==> config.mk <==
export PLATFORM = sky130hd
export DESIGN_NAME = hs_uart_tx
export DESIGN_NICKNAME = d
export VERILOG_FILES = /design/src/rtl/hs_uart_tx_pkg.sv /design/src/rtl/hs_uart_tx_fifo.sv /design/src/rtl/hs_uart_tx_baud.sv /design/src/rtl/hs_uart_tx_ser.sv /design/src/rtl/hs_uart_tx.sv
export SDC_FILE = /design/constraint.sdc
export NUM_CORES = 1
export LEC_CHECK = 0
export ABC_AREA = 1
export BUFFER_PORTS_ARGS = -buffer_cell sky130_fd_sc_hd__buf_2
export CAP_MARGIN = 5
export CORE_ASPECT_RATIO = 0.5
export CORE_UTILIZATION = 30
export CTS_BUF_LIST = sky130_fd_sc_hd__clkbuf_8 sky130_fd_sc_hd__clkbuf_16
export CTS_CLUSTER_DIAMETER = 60
export DETAILED_ROUTE_END_ITERATION = 8
export GPL_ROUTABILITY_DRIVEN = 0
export HOLD_SLACK_MARGIN = 0.05
export PLACE_DENSITY = 0.51
export SLEW_MARGIN = 20
export SYNTH_ARGS = -nofsm -noshare
export SYNTH_HDL_FRONTEND = slang
export SYNTH_SLANG_ARGS = --single-unit
==> constraint.sdc <==
create_clock -name clk -period 7.4 [get_ports clk]
set_input_delay 1.48 -clock clk [delete_from_list [all_inputs] [get_ports clk]]
set_output_delay 1.48 -clock clk [all_outputs]
set_load 0.01 [all_outputs]
==> src/rtl/hs_uart_tx_pkg.sv <==
package hs_uart_tx_pkg;
  localparam int BYTE_W  = 8;
  localparam int LEVEL_W = 8;
  localparam int FRAME_BITS = 10;

  typedef logic [BYTE_W-1:0]  byte_t;
  typedef logic [LEVEL_W-1:0] level_t;

  // Low-water mark chosen by the 2-bit trigger code.
  function automatic level_t trig_threshold(input logic [1:0] code);
    level_t thr;
    unique case (code)
      2'd0:    thr = level_t'(0);
      2'd1:    thr = level_t'(4);
      2'd2:    thr = level_t'(8);
      default: thr = level_t'(16);
    endcase
    return thr;
  endfunction
endpackage

==> src/rtl/hs_uart_tx_fifo.sv <==
module hs_uart_tx_fifo #(
  parameter int DEPTH = 64,
  parameter int WIDTH = 8,
  localparam int AW = (DEPTH > 1) ? $clog2(DEPTH) : 1,
  localparam int CW = $clog2(DEPTH + 1)
) (
  input  logic             clk,
  input  logic             rst_n,
  input  logic             push,
  input  logic [WIDTH-1:0] push_data,
  input  logic             pop,
  output logic [WIDTH-1:0] pop_data,
  output logic [CW-1:0]    count
);
  logic [WIDTH-1:0] mem [DEPTH];
  logic [AW-1:0]    wr_ptr, rd_ptr;

  function automatic logic [AW-1:0] next_ptr(input logic [AW-1:0] p);
    return (p == AW'(DEPTH - 1)) ? '0 : p + AW'(1);
  endfunction

  always_ff @(posedge clk) begin
    if (push) mem[wr_ptr] <= push_data;
  end

  always_ff @(posedge clk or negedge rst_n) begin
    if (!rst_n) begin
      wr_ptr <= '0;
      rd_ptr <= '0;
      count  <= '0;
    end else begin
      if (push) wr_ptr <= next_ptr(wr_ptr);
      if (pop)  rd_ptr <= next_ptr(rd_ptr);
      unique case ({push, pop})
        2'b10:   count <= count + CW'(1);
        2'b01:   count <= count - CW'(1);
        default: count <= count;
      endcase
    end
  end

  assign pop_data = mem[rd_ptr];
endmodule

==> src/rtl/hs_uart_tx_baud.sv <==
module hs_uart_tx_baud #(
  parameter int RATE_W   = 8,
  parameter int PRESCALE = 14,
  localparam int PW = $clog2(PRESCALE)
) (
  input  logic              clk,
  input  logic              rst_n,
  input  logic              en,
  input  logic [RATE_W-1:0] rate,
  output logic              tick
);
  logic [PW-1:0]     pre;
  logic [RATE_W-1:0] div;
  logic              pre_last;

  assign pre_last = (pre == PW'(PRESCALE - 1));
  assign tick     = en && pre_last && (div == rate);

  always_ff @(posedge clk or negedge rst_n) begin
    if (!rst_n) begin
      pre <= '0;
      div <= '0;
    end else if (!en || tick) begin
      pre <= '0;
      div <= '0;
    end else if (pre_last) begin
      pre <= '0;
      div <= div + RATE_W'(1);
    end else begin
      pre <= pre + PW'(1);
    end
  end
endmodule

==> src/rtl/hs_uart_tx_ser.sv <==
module hs_uart_tx_ser
  import hs_uart_tx_pkg::*;
(
  input  logic  clk,
  input  logic  rst_n,
  input  logic  start,
  input  byte_t start_data,
  input  logic  tick,
  output logic  busy,
  output logic  line
);
  localparam int BW = $clog2(FRAME_BITS);

  logic [FRAME_BITS-1:0] shreg;
  logic [BW-1:0]         bitcnt;

  always_ff @(posedge clk or negedge rst_n) begin
    if (!rst_n) begin
      shreg  <= '1;
      bitcnt <= '0;
      busy   <= 1'b0;
    end else if (start) begin
      shreg  <= {1'b1, start_data, 1'b0};
      bitcnt <= '0;
      busy   <= 1'b1;
    end else if (busy && tick) begin
      if (bitcnt == BW'(FRAME_BITS - 1)) begin
        busy <= 1'b0;
      end else begin
        shreg  <= {1'b1, shreg[FRAME_BITS-1:1]};
        bitcnt <= bitcnt + BW'(1);
      end
    end
  end

  assign line = busy ? shreg[0] : 1'b1;
endmodule

==> src/rtl/hs_uart_tx.sv <==
module hs_uart_tx
  import hs_uart_tx_pkg::*;
#(
  parameter int DEPTH    = 64,
  parameter int RATE_W   = 8,
  parameter int PRESCALE = 14
) (
  input  logic              clk,
  input  logic              rst_n,
  input  logic              wr_valid,
  output logic              wr_ready,
  input  logic [7:0]        wr_data,
  input  logic [RATE_W-1:0] rate,
  input  logic              brk_en,
  input  logic [1:0]        tx_trig,
  output logic              txd,
  output logic [7:0]        tx_level,
  output logic              tx_req
);
  localparam int CW = $clog2(DEPTH + 1);

  logic [CW-1:0] q_count;
  logic [CW-1:0] occupancy;
  byte_t         q_head;
  logic          accept, start, busy, tick, line;
  logic          low_now, low_q;

  assign accept    = wr_valid && wr_ready;
  assign start     = !busy && (q_count != '0) && !brk_en;
  assign occupancy = q_count + CW'(busy);
  assign wr_ready  = (occupancy != CW'(DEPTH));

  hs_uart_tx_fifo #(.DEPTH(DEPTH), .WIDTH(BYTE_W)) u_fifo (
    .clk       (clk),
    .rst_n     (rst_n),
    .push      (accept),
    .push_data (wr_data),
    .pop       (start),
    .pop_data  (q_head),
    .count     (q_count)
  );

  hs_uart_tx_baud #(.RATE_W(RATE_W), .PRESCALE(PRESCALE)) u_baud (
    .clk   (clk),
    .rst_n (rst_n),
    .en    (busy),
    .rate  (rate),
    .tick  (tick)
  );

  hs_uart_tx_ser u_ser (
    .clk        (clk),
    .rst_n      (rst_n),
    .start      (start),
    .start_data (q_head),
    .tick       (tick),
    .busy       (busy),
    .line       (line)
  );

  assign txd      = brk_en ? 1'b0 : line;
  assign tx_level = LEVEL_W'(occupancy);

  // Low-water edge detect; starts "already low" so reset gives no pulse.
  assign low_now = (tx_level <= trig_threshold(tx_trig));

  always_ff @(posedge clk or negedge rst_n) begin
    if (!rst_n) low_q <= 1'b1;
    else        low_q <= low_now;
  end

  assign tx_req = low_now && !low_q;
endmodule

==> flow_metrics.env, run 1 <==
export IMPL_run_status="complete, no violations"
export IMPL_grt_total_usage_pct=15.1
export IMPL_synth_enable_flop_cells=512
export IMPL_dp_worst_setup_slack_ps=3180
export IMPL_tritoncts_clock_tree="done"
export IMPL_critical_path_required_ps=5920
export IMPL_worst_pin_slew_ps=1030
export IMPL_crit_type="reg -> out"
export IMPL_synthXorXnorAreaFrac_pct=0.972
export IMPL_synthFlopType="sky130_fd_sc_hd__edfxtp_1"
export IMPL_final_antenna_diode_count=0
export IMPL_worst_r2r_cell_count=18
export IMPL_power_leakage_nw=10.3
export IMPL_finalWorstSetupSlack_ps=2930
export IMPL_finalPower_mw=7.57
export IMPL_numPortBuffers=31
export IMPL_worstHoldStart="u_ser.shreg[1]$_DFFE_PN1P_"
export IMPL_endpoint_kind="output port"
export IMPL_clkSinkCount=558
export IMPL_clock_skew_ps=20.1
export IMPL_muxShareOfSynthArea_pct=0
export IMPL_clkTransAtPathRegs_ps=60
export IMPL_clk_latency_ps=610
export IMPL_synth_compound_area_share_pct=5.03
export IMPL_initialDrtViolationCount=1411
export IMPL_synth_seq_area_share_pct=68.3
export IMPL_cts_inserted_buffers=57
export IMPL_yosysTopAreaCell="sky130_fd_sc_hd__edfxtp_1"
export IMPL_post_synth_cell_area_avg_sq_um=10.5
export IMPL_combinational_family_with_the_most_area_after_synthesis="simple AND/OR/NAND/NOR gates"
export IMPL_cts_root_buffer_cell="sky130_fd_sc_hd__clkbuf_16"
export IMPL_synthDistinctLibCells=43
export IMPL_holdBufCountCts=0
export IMPL_critPathMostFrequentCell="sky130_fd_sc_hd__ha_1"
export IMPL_antenna_found_initial=0
export IMPL_ff2ff_setup_slack_ps=3630
export IMPL_post_route_cells_drive_above_1_share_pct=7.36
export IMPL_start_util_pct=30.4
export IMPL_critPathMaxFanout=12
export IMPL_synthesis_warning_total=0
export IMPL_irDropWorstVdd_mv=0.143
export IMPL_synth_net_count=2341
export IMPL_worstHoldPathType="reg -> reg"
export IMPL_h_tree_level_count=2
export IMPL_core_area_sq_um=79600
export IMPL_max_stage_delay_ps=580
export IMPL_synth_simple_gate_area_share_pct=19.9
export IMPL_regToRegStartpoint="u_ser.busy$_DFFE_PN0P_"
export IMPL_setup_total_negative_slack_ps=0
export IMPL_route_detailed_drc=0
export IMPL_drt_total_wl_um=62700
export IMPL_detailed_place_hpwl_um=35700
export IMPL_critical_path_slowest_cell="sky130_fd_sc_hd__dfrtp_1"
export IMPL_syn_inst=2304
export IMPL_critical_path_reg2reg_endpoint="u_fifo.count[6]$_DFFE_PN0P_"
export IMPL_layout_min_cycle_time_ps=4470
export IMPL_io_pins=33
export IMPL_vias=16000
export IMPL_mostFrequentLayoutCell="sky130_fd_sc_hd__nand2_1"
export IMPL_antenna_violating_nets_post_route=0
export IMPL_timing_critical_path_from_type="flop"
export IMPL_synth_top_cells_by_area="sky130_fd_sc_hd__edfxtp_1 64%, sky130_fd_sc_hd__nand2_1 9.2%, sky130_fd_sc_hd__nor2_1 5.3%"
export IMPL_grt_pass1_wl_um=94200
export IMPL_final_cell_mix="596 x sky130_fd_sc_hd__nand2_1, 512 x sky130_fd_sc_hd__edfxtp_1, 343 x sky130_fd_sc_hd__nor2_1"
export IMPL_die_width_um=404
export IMPL_first_pass_iters=8
export IMPL_power_per_cell_area_nw_per_um2=279
export IMPL_timing_max_slew_rel_slack_pct=31.6
export IMPL_cts_resized_gates=0
export IMPL_layout_area_overhead_vs_synth_pct=12.2
export IMPL_die_h_um=203
export IMPL_crit_path_cell_trace="ha_1, ha_1, nand3_2, xor2_1, inv_1, ha_1, nand2_1, o32ai_1, nand2_1, nor3_1, buf_2"
export IMPL_hold_path_depth=2
export IMPL_maximum_number_of_pins_on_one_net_before_global_route_repair=102
export IMPL_cts_setup_buffers=0
export IMPL_synthAdderAreaFrac_pct=0.775
export IMPL_cts_root_to_sink_buffers=3
export IMPL_final_max_slew_viol_count=0
export IMPL_asyncSetResetFlopFracSynth_pct=8.24
export IMPL_fmax_ghz=0.224
export IMPL_finalHoldViolations=0
export IMPL_floorplan_die_area_sq_um=81900
export IMPL_worst_ep_arrival_time_ps=2990
export IMPL_placement_rows=73
export IMPL_vias_in_the_first_global_route=15100
export IMPL_grt_setup_unrepaired="false"
export IMPL_routed_via_density=4.65
export IMPL_nets=2343
export IMPL_timing_max_cap_violations=0
export IMPL_final_fill_count=8036
export IMPL_hold_path_end="u_ser.shreg[1]$_DFFE_PN1P_"
export IMPL_post_synth_instance_area_sq_um=24200
export IMPL_synth_seq_cells=558
export IMPL_synth_top_cell_area_share_pct=63.5
export IMPL_wl_per_cell_um=18.2
export IMPL_globalRoute_totalOverflow=0
export IMPL_post_route_period_util_pct=60.3
export IMPL_setup_viol=0
[registers in the layout (all words and copies together) (netlist names), 4 cells and up]
signal,cells
u_fifo.rd_ptr,6
u_baud.pre,4
u_fifo.mem,512
u_baud.div,8
u_ser.bitcnt,4
u_ser.shreg,9
u_fifo.count,7
u_fifo.wr_ptr,6
[worst max-delay path: cells and delay by family, from the launching register on]
kind	cells	cell delay, ps
compound gates	1	250
flops	1	580
fa+ha+maj	3	750
xor+xnor	1	150
simple gates	4	410
buf+inv	2	240
[cells in the mapped netlist, types with 9 or more instances]
cell / count
sky130_fd_sc_hd__clkbuf_1: 47
sky130_fd_sc_hd__o21ai_0: 150
sky130_fd_sc_hd__a21oi_1: 34
sky130_fd_sc_hd__edfxtp_1: 512
sky130_fd_sc_hd__nand2_1: 596
sky130_fd_sc_hd__inv_1: 176
sky130_fd_sc_hd__buf_2: 56
sky130_fd_sc_hd__nand3_1: 207
sky130_fd_sc_hd__xnor2_1: 12
sky130_fd_sc_hd__dfrtp_1: 36
sky130_fd_sc_hd__o211ai_1: 18
sky130_fd_sc_hd__ha_1: 15
sky130_fd_sc_hd__dfstp_2: 10
sky130_fd_sc_hd__nor2_1: 344
sky130_fd_sc_hd__nor3_1: 9
sky130_fd_sc_hd__xor2_1: 13
[stage by stage]
step	area, sq um	util, %	hold slack, ps	instances
floorplan	24200	-	448	2304
global placement	25400	31.9	456	3334
detailed placement	25400	31.9	457	3334
CTS	27200	34.1	470	3438
global route	27200	34.1	485	3438
finish	27200	34.1	468	3438
[logic make-up (layout without fill, tap and decap cells)]
kind of cell	count (synthesis)	in the layout
buffers and inverters	298	345
XOR/XNOR	26	26
other	1	1
AO/OA/AOI/OAI	222	222
flip-flops	558	558
adder cells (fa/ha/maj)	15	15
AND/OR/NAND/NOR	1184	1184
[worst max-delay path by stage]
stage                                 startpoint      to  slack (ps)  cells past startpoint
final                     u_ser.busy$_DFFE_PN0P_  tx_req        2930                     11
after global routing      u_ser.busy$_DFFE_PN0P_  tx_req        2650                     11
after CTS                 u_ser.busy$_DFFE_PN0P_  tx_req        2900                     11
after detailed placement              tx_trig[0]  tx_req        3180                     11
after global placement                tx_trig[0]  tx_req        3170                     11
after floorplan                       tx_trig[0]  tx_req        3390                      9
[power by group]
group / switching (mW) / internal, mW
sequential: 0.104 / 3.60
combinational: 0.810 / 0.323
clock: 1.22 / 1.52
total: 2.13 / 5.44
[final cells by class]
class                      count  area, sq um  area share [%]
clock buffer                  60         1490            5.49
clock inverter                44          255           0.940
inverter                     187          711            2.62
multi-input combinational   1448         6460            23.8
sequential                   558        16500            60.9
tap                         1087         1360            5.01
timing repair buffer          54          340            1.25
[metal layers]
layer / routed length (um) / vias up / GRT usage, %
li1: - / 7724 / -
met4: 1510 / 0 / 4.36
met2: 28200 / 363 / 23.9
met1: 29600 / 7809 / 21.6
met3: 3340 / 92 / 2.15
met5: 0 / - / 0
Power figures use the tool's default switching activity.
==> run 2: changes to the inputs <==
clock period = 4.26 ns   (was 7.4 ns; I/O delays follow)
==> run 2 against run 1 <==
  * The flow now finishes with violations (DRC)
  * Design area up 1.1%
  * Worst setup slack worse by 2500 ps
  * Clock skew up 1.7 ps
  * Total power increased by 80%
  * Cell count is 0.26% higher
  * Critical path depth unchanged
  * Critical path type unchanged
  * Largest cell class unchanged
==> flow_metrics.env, run 2 (synthesized netlist as in run 1, its figures left out) <==
export IMPL_run_status="complete, but fails checks"
export IMPL_failing_checks="DRC"
export IMPL_clock_skew_ps=21.7
export IMPL_fmax_ghz=0.260
export IMPL_final_hold_worst_slack_ps=381
export IMPL_finalHoldViolations=0
export IMPL_grt_setup_unrepaired="false"
export IMPL_final_antenna_diode_count=0
export IMPL_initialDrtViolationCount=1447
export IMPL_grt_pass1_wl_um=97300
export IMPL_nets=2351
export IMPL_critical_path_reg2reg_endpoint="u_fifo.count[6]$_DFFE_PN0P_"
export IMPL_clkSinkCount=558
export IMPL_number_of_flip_flops_in_the_largest_register=512
export IMPL_floorplan_die_area_sq_um=81900
export IMPL_core_area_sq_um=79600
export IMPL_power_leakage_nw=10.4
export IMPL_vias=16300
export IMPL_dp_cells=3343
export IMPL_wl_per_cell_um=18.8
export IMPL_final_fill_count=8107
export IMPL_vias_in_the_first_global_route=16000
export IMPL_numPortBuffers=31
export IMPL_final_cell_count_no_fill=3447
export IMPL_cts_inserted_buffers=56
export IMPL_start_util_pct=30.4
export IMPL_ff2ff_setup_slack_ps=750
export IMPL_detailed_place_hpwl_um=38700
export IMPL_critPathMaxFanout=12
export IMPL_setup_total_negative_slack_ps=0
export IMPL_final_cell_area_sq_um=27500
export IMPL_antenna_violating_nets_post_route=0
export IMPL_mostFrequentLayoutCell="sky130_fd_sc_hd__nand2_1"
export IMPL_irDropWorstVdd_mv=0.255
export IMPL_regToRegStartpoint="u_ser.busy$_DFFE_PN0P_"
export IMPL_globalRoute_totalOverflow=0
export IMPL_die_width_um=404
export IMPL_io_pins=33
export IMPL_power_per_cell_area_nw_per_um2=496
export IMPL_crit_type="reg -> out"
export IMPL_worstHoldPathType="in -> async"
export IMPL_critPathMostFrequentCell="sky130_fd_sc_hd__ha_1"
export IMPL_final_cell_mix="596 x sky130_fd_sc_hd__nand2_1, 512 x sky130_fd_sc_hd__edfxtp_1, 343 x sky130_fd_sc_hd__nor2_1"
export IMPL_timing_max_cap_violations=0
export IMPL_timing_max_slew_rel_slack_pct=36.9
export IMPL_first_pass_iters=8
export IMPL_layout_min_cycle_time_ps=3840
export IMPL_maximum_number_of_pins_on_one_net_before_global_route_repair=161
export IMPL_crit_path_start="u_ser.busy$_DFFE_PN0P_"
export IMPL_holdBufCountCts=0
export IMPL_max_stage_delay_ps=560
export IMPL_cts_setup_buffers=0
export IMPL_cts_root_to_sink_buffers=3
export IMPL_critical_path_required_ps=3410
export IMPL_crit_path_cell_trace="ha_1, ha_1, nand3_2, xor2_1, inv_1, ha_1, nand2_1, o32ai_1, nand2_1, nor3_1, buf_2"
export IMPL_critical_path_slowest_cell="sky130_fd_sc_hd__dfrtp_1"
export IMPL_die_h_um=203
export IMPL_antenna_found_initial=1
export IMPL_clk_latency_ps=620
export IMPL_layout_area_overhead_vs_synth_pct=13.5
export IMPL_routed_via_density=4.71
export IMPL_worst_r2r_cell_count=18
export IMPL_finalWorstSetupSlack_ps=420
export IMPL_clkTransAtPathRegs_ps=60
export IMPL_dp_worst_setup_slack_ps=793
export IMPL_tritoncts_clock_tree="done"
export IMPL_drt_total_wl_um=64800
export IMPL_placement_rows=73
export IMPL_timing_critical_path_from_type="flop"
export IMPL_worst_pin_slew_ps=947
export IMPL_placed_area_sq_um=25500
export IMPL_setup_viol=0
export IMPL_h_tree_level_count=2
export IMPL_grt_total_usage_pct=15.7
export IMPL_route_detailed_drc=1
export IMPL_cts_root_buffer_cell="sky130_fd_sc_hd__clkbuf_16"
export IMPL_post_route_period_util_pct=90.2
export IMPL_final_max_slew_viol_count=0
export IMPL_registers_top_by_ff_count="u_fifo.mem"
export IMPL_cts_resized_gates=0
export IMPL_worst_ep_arrival_time_ps=2990
export IMPL_endpoint_kind="output port"
export IMPL_post_route_cells_drive_above_1_share_pct=7.88
export IMPL_top_regs="u_fifo.mem: 512 flops, u_ser.shreg: 9 flops, u_baud.div: 8 flops"
run 2: power by group:
| group | switching [mW] | leakage [nW] | internal [mW] |
|---|---|---|---|
| Combinational | 1.45 | 4.27 | 0.578 |
| Sequential | 0.188 | 5.15 | 6.25 |
| Clock | 2.14 | 0.976 | 3.01 |
run 2: how the worst max path moves through the flow:
stage	slack (ps)	endpoint
after floorplan	930	u_fifo.count[6]$_DFFE_PN0P_
after detailed placement	790	u_fifo.count[6]$_DFFE_PN0P_
after global placement	760	u_fifo.count[6]$_DFFE_PN0P_
after global routing	160	tx_req
final	420	tx_req
after CTS	390	tx_req
run 2: through the flow:
stage | total power [mW] | util, %
6_report | 13.6 | 34.5
5_1_grt | 14.2 | 34.5
3_5_place_dp | 8.59 | 32.1
3_3_place_gp | 8.58 | 32.1
4_1_cts | 13.7 | 34.5
2_1_floorplan | 7.81 | -
run 2: layout make-up:
| class | instances | area (sq um) | share of cell area, % |
|---|---|---|---|
| clock buffers | 58 | 1450 | 5.28 |
| well taps | 1087 | 1360 | 4.95 |
| clock inverters | 46 | 464 | 1.69 |
| repair buffers | 63 | 470 | 1.71 |
| inverters | 187 | 711 | 2.59 |
| flip-flops and latches | 558 | 16500 | 60.2 |
| multi-input cells | 1448 | 6460 | 23.5 |
run 2: critical path, delay by kind of cell (launching register included):
family	cells	cell delay [ps]
DFF	1	560
buffers and inverters	2	240
adders and majority gates	3	750
AOI/OAI and AO/OA	1	260
xor gates and xnor gates	1	150
and+or+nand+nor	4	420
run 2: metal layers:
| layer | wire length, um | GRT usage [%] |
|---|---|---|
| met1 | 29700 | 22.0 |
| met2 | 29300 | 24.7 |
| met3 | 3870 | 2.65 |
| met4 | 1830 | 5.14 |
| met5 | 20 | 0 |
==> run 3: changes to the inputs <==
clock period = 4.73 ns   (was 4.26 ns; I/O delays follow)
==> run 3 against run 2 <==
  * Critical endpoint unchanged
  * Critical path type unchanged
  * Largest power group unchanged
  * Sequential cell count did not move
  * Clock-buffer cell count fell by 1
  * Total power fell by 11%
  * First-iteration DRC count fell by 14%
  * The flow still finishes with violations (DRC)
  * Largest cell class unchanged
==> flow_metrics.env, run 3 (synthesized netlist as in run 1, its figures left out) <==
export IMPL_layout_area_overhead_vs_synth_pct=12.9
export IMPL_grt_pass1_wl_um=95100
export IMPL_mostFrequentLayoutCell="sky130_fd_sc_hd__nand2_1"
export IMPL_registers_top_by_ff_count="u_fifo.mem"
export IMPL_cts_resized_gates=0
export IMPL_clk_latency_ps=610
export IMPL_max_stage_delay_ps=590
export IMPL_multiInputGateArea_sq_um=6460
export IMPL_worst_pin_slew_ps=1050
export IMPL_setup_total_negative_slack_ps=0
export IMPL_irDropWorstVdd_mv=0.235
export IMPL_power_per_cell_area_nw_per_um2=442
export IMPL_crit_type="reg -> out"
export IMPL_maximum_number_of_pins_on_one_net_before_global_route_repair=109
export IMPL_setup_viol=0
export IMPL_worst_ep_arrival_time_ps=2970
export IMPL_floorplan_die_area_sq_um=81900
export IMPL_start_util_pct=30.4
export IMPL_post_route_cells_drive_above_1_share_pct=7.73
export IMPL_finalWorstSetupSlack_ps=818
export IMPL_drt_total_wl_um=62700
export IMPL_placement_rows=73
export IMPL_timing_max_slew_rel_slack_pct=29.9
export IMPL_power_leakage_nw=10.3
export IMPL_antenna_violating_nets_post_route=0
export IMPL_wl_per_cell_um=18.2
export IMPL_tritoncts_clock_tree="done"
export IMPL_vias=16000
export IMPL_endpoint_kind="output port"
export IMPL_final_cell_mix="596 x sky130_fd_sc_hd__nand2_1, 512 x sky130_fd_sc_hd__edfxtp_1, 343 x sky130_fd_sc_hd__nor2_1"
export IMPL_final_fill_count=8053
export IMPL_core_area_sq_um=79600
export IMPL_antenna_found_initial=0
export IMPL_cp_num_buf_inv=2
export IMPL_post_route_period_util_pct=82.7
export IMPL_clock_skew_ps=16.1
export IMPL_cts_root_to_sink_buffers=3
export IMPL_globalRoute_totalOverflow=0
export IMPL_holdBufCountCts=0
export IMPL_worstHoldPathType="in -> async"
export IMPL_first_pass_iters=7
export IMPL_grt_setup_unrepaired="false"
export IMPL_cts_inserted_buffers=56
export IMPL_critPathMostFrequentCell="sky130_fd_sc_hd__ha_1"
export IMPL_critical_path_required_ps=3780
export IMPL_fmax_ghz=0.256
export IMPL_route_detailed_drc=1
export IMPL_cts_root_buffer_cell="sky130_fd_sc_hd__clkbuf_16"
export IMPL_timing_critical_path_from_type="flop"
export IMPL_crit_path_cell_trace="ha_1, ha_1, nand3_2, xor2_1, inv_1, ha_1, nand2_1, o32ai_1, nand2_1, nor3_1, buf_2"
export IMPL_dp_worst_setup_slack_ps=1010
export IMPL_number_of_flip_flops_in_the_largest_register=512
export IMPL_layout_min_cycle_time_ps=3910
export IMPL_critical_path_slowest_cell="sky130_fd_sc_hd__dfrtp_1"
export IMPL_die_h_um=203
export IMPL_finalHoldViolations=0
export IMPL_nets=2349
export IMPL_timing_max_cap_violations=0
export IMPL_cts_setup_buffers=0
export IMPL_regArea_sq_um=16500
export IMPL_run_status="complete, but fails checks"
export IMPL_top_regs="u_fifo.mem: 512 flops, u_ser.shreg: 9 flops, u_baud.div: 8 flops"
export IMPL_final_max_slew_viol_count=0
export IMPL_h_tree_level_count=2
export IMPL_routed_via_density=4.65
export IMPL_die_width_um=404
export IMPL_io_pins=33
export IMPL_vias_in_the_first_global_route=15200
export IMPL_numPortBuffers=31
export IMPL_critPathMaxFanout=12
export IMPL_clkTransAtPathRegs_ps=60
export IMPL_path_delay_family="adder cells"
export IMPL_detailed_place_hpwl_um=37900
export IMPL_grt_total_usage_pct=15.2
export IMPL_clkSinkCount=558
export IMPL_failing_checks="DRC"
export IMPL_initialDrtViolationCount=1239
run 3: cell count changes in the layout (fill, tap and decap cells not counted), sizes merged:
cell / delta
clkinv: +2
bufinv: -1
clkbuf: -1
clkinvlp: -1
buf: -2
diode: +1
inv: -3
run 3: area by class of cell:
| cell class | count | share of cell area (%) |
|---|---|---|
| Multi-Input combinational cell | 1448 | 23.6 |
| Sequential cell | 558 | 60.5 |
| Antenna cell | 1 | 0.00916 |
| Tap cell | 1087 | 4.98 |
| Inverter | 187 | 2.60 |
| Timing Repair Buffer | 61 | 1.48 |
| Clock inverter | 43 | 1.52 |
| Clock buffer | 57 | 5.22 |
run 3: worst paths after layout:
check	cells after the start	slack, ps	startpoint	end
setup / recovery	11	820	u_ser.busy$_DFFE_PN0P_	tx_req
hold / removal	1	160	rst_n	u_baud.pre[3]$_DFF_PN0_
setup reg to reg	18	980	u_ser.busy$_DFFE_PN0P_	u_fifo.count[6]$_DFFE_PN0P_
hold reg to reg	2	470	u_ser.shreg[2]$_DFFE_PN1P_	u_ser.shreg[2]$_DFFE_PN1P_
max in group asynchronous	2	3740	rst_n	u_fifo.rd_ptr[0]$_DFFE_PN0N_
min in group clk	2	470	u_ser.shreg[2]$_DFFE_PN1P_	u_ser.shreg[2]$_DFFE_PN1P_
run 3: report_power, final:
part | leakage [nW] | internal, mW | switching [mW]
logic | 4.24 | 0.512 | 1.24
clock network | 0.931 | 2.61 | 1.91
registers | 5.15 | 5.63 | 0.186
total | 10.3 | 8.75 | 3.34
run 3: metrics by stage:
stage	instance area [sq um]	instances	total power [mW]	hold WS (ps)	util, %
after floorplan	24200	2304	7.04	448	-
after global placement	25500	3341	7.67	458	32.0
after detailed placement	25500	3341	7.68	457	32.0
after CTS	27300	3441	12.2	127	34.3
after global routing	27300	3441	12.6	140	34.3
final	27300	3442	12.1	157	34.3
run 3: layer usage:
metal / routed length, um / track usage, % / vias up
li1: - / - / 7743
met1: 30000 / 22.5 / 7757
met2: 27700 / 23.2 / 414
met3: 3560 / 2.12 / 82
met4: 1450 / 4.21 / 0
met5: 0 / 0 / -
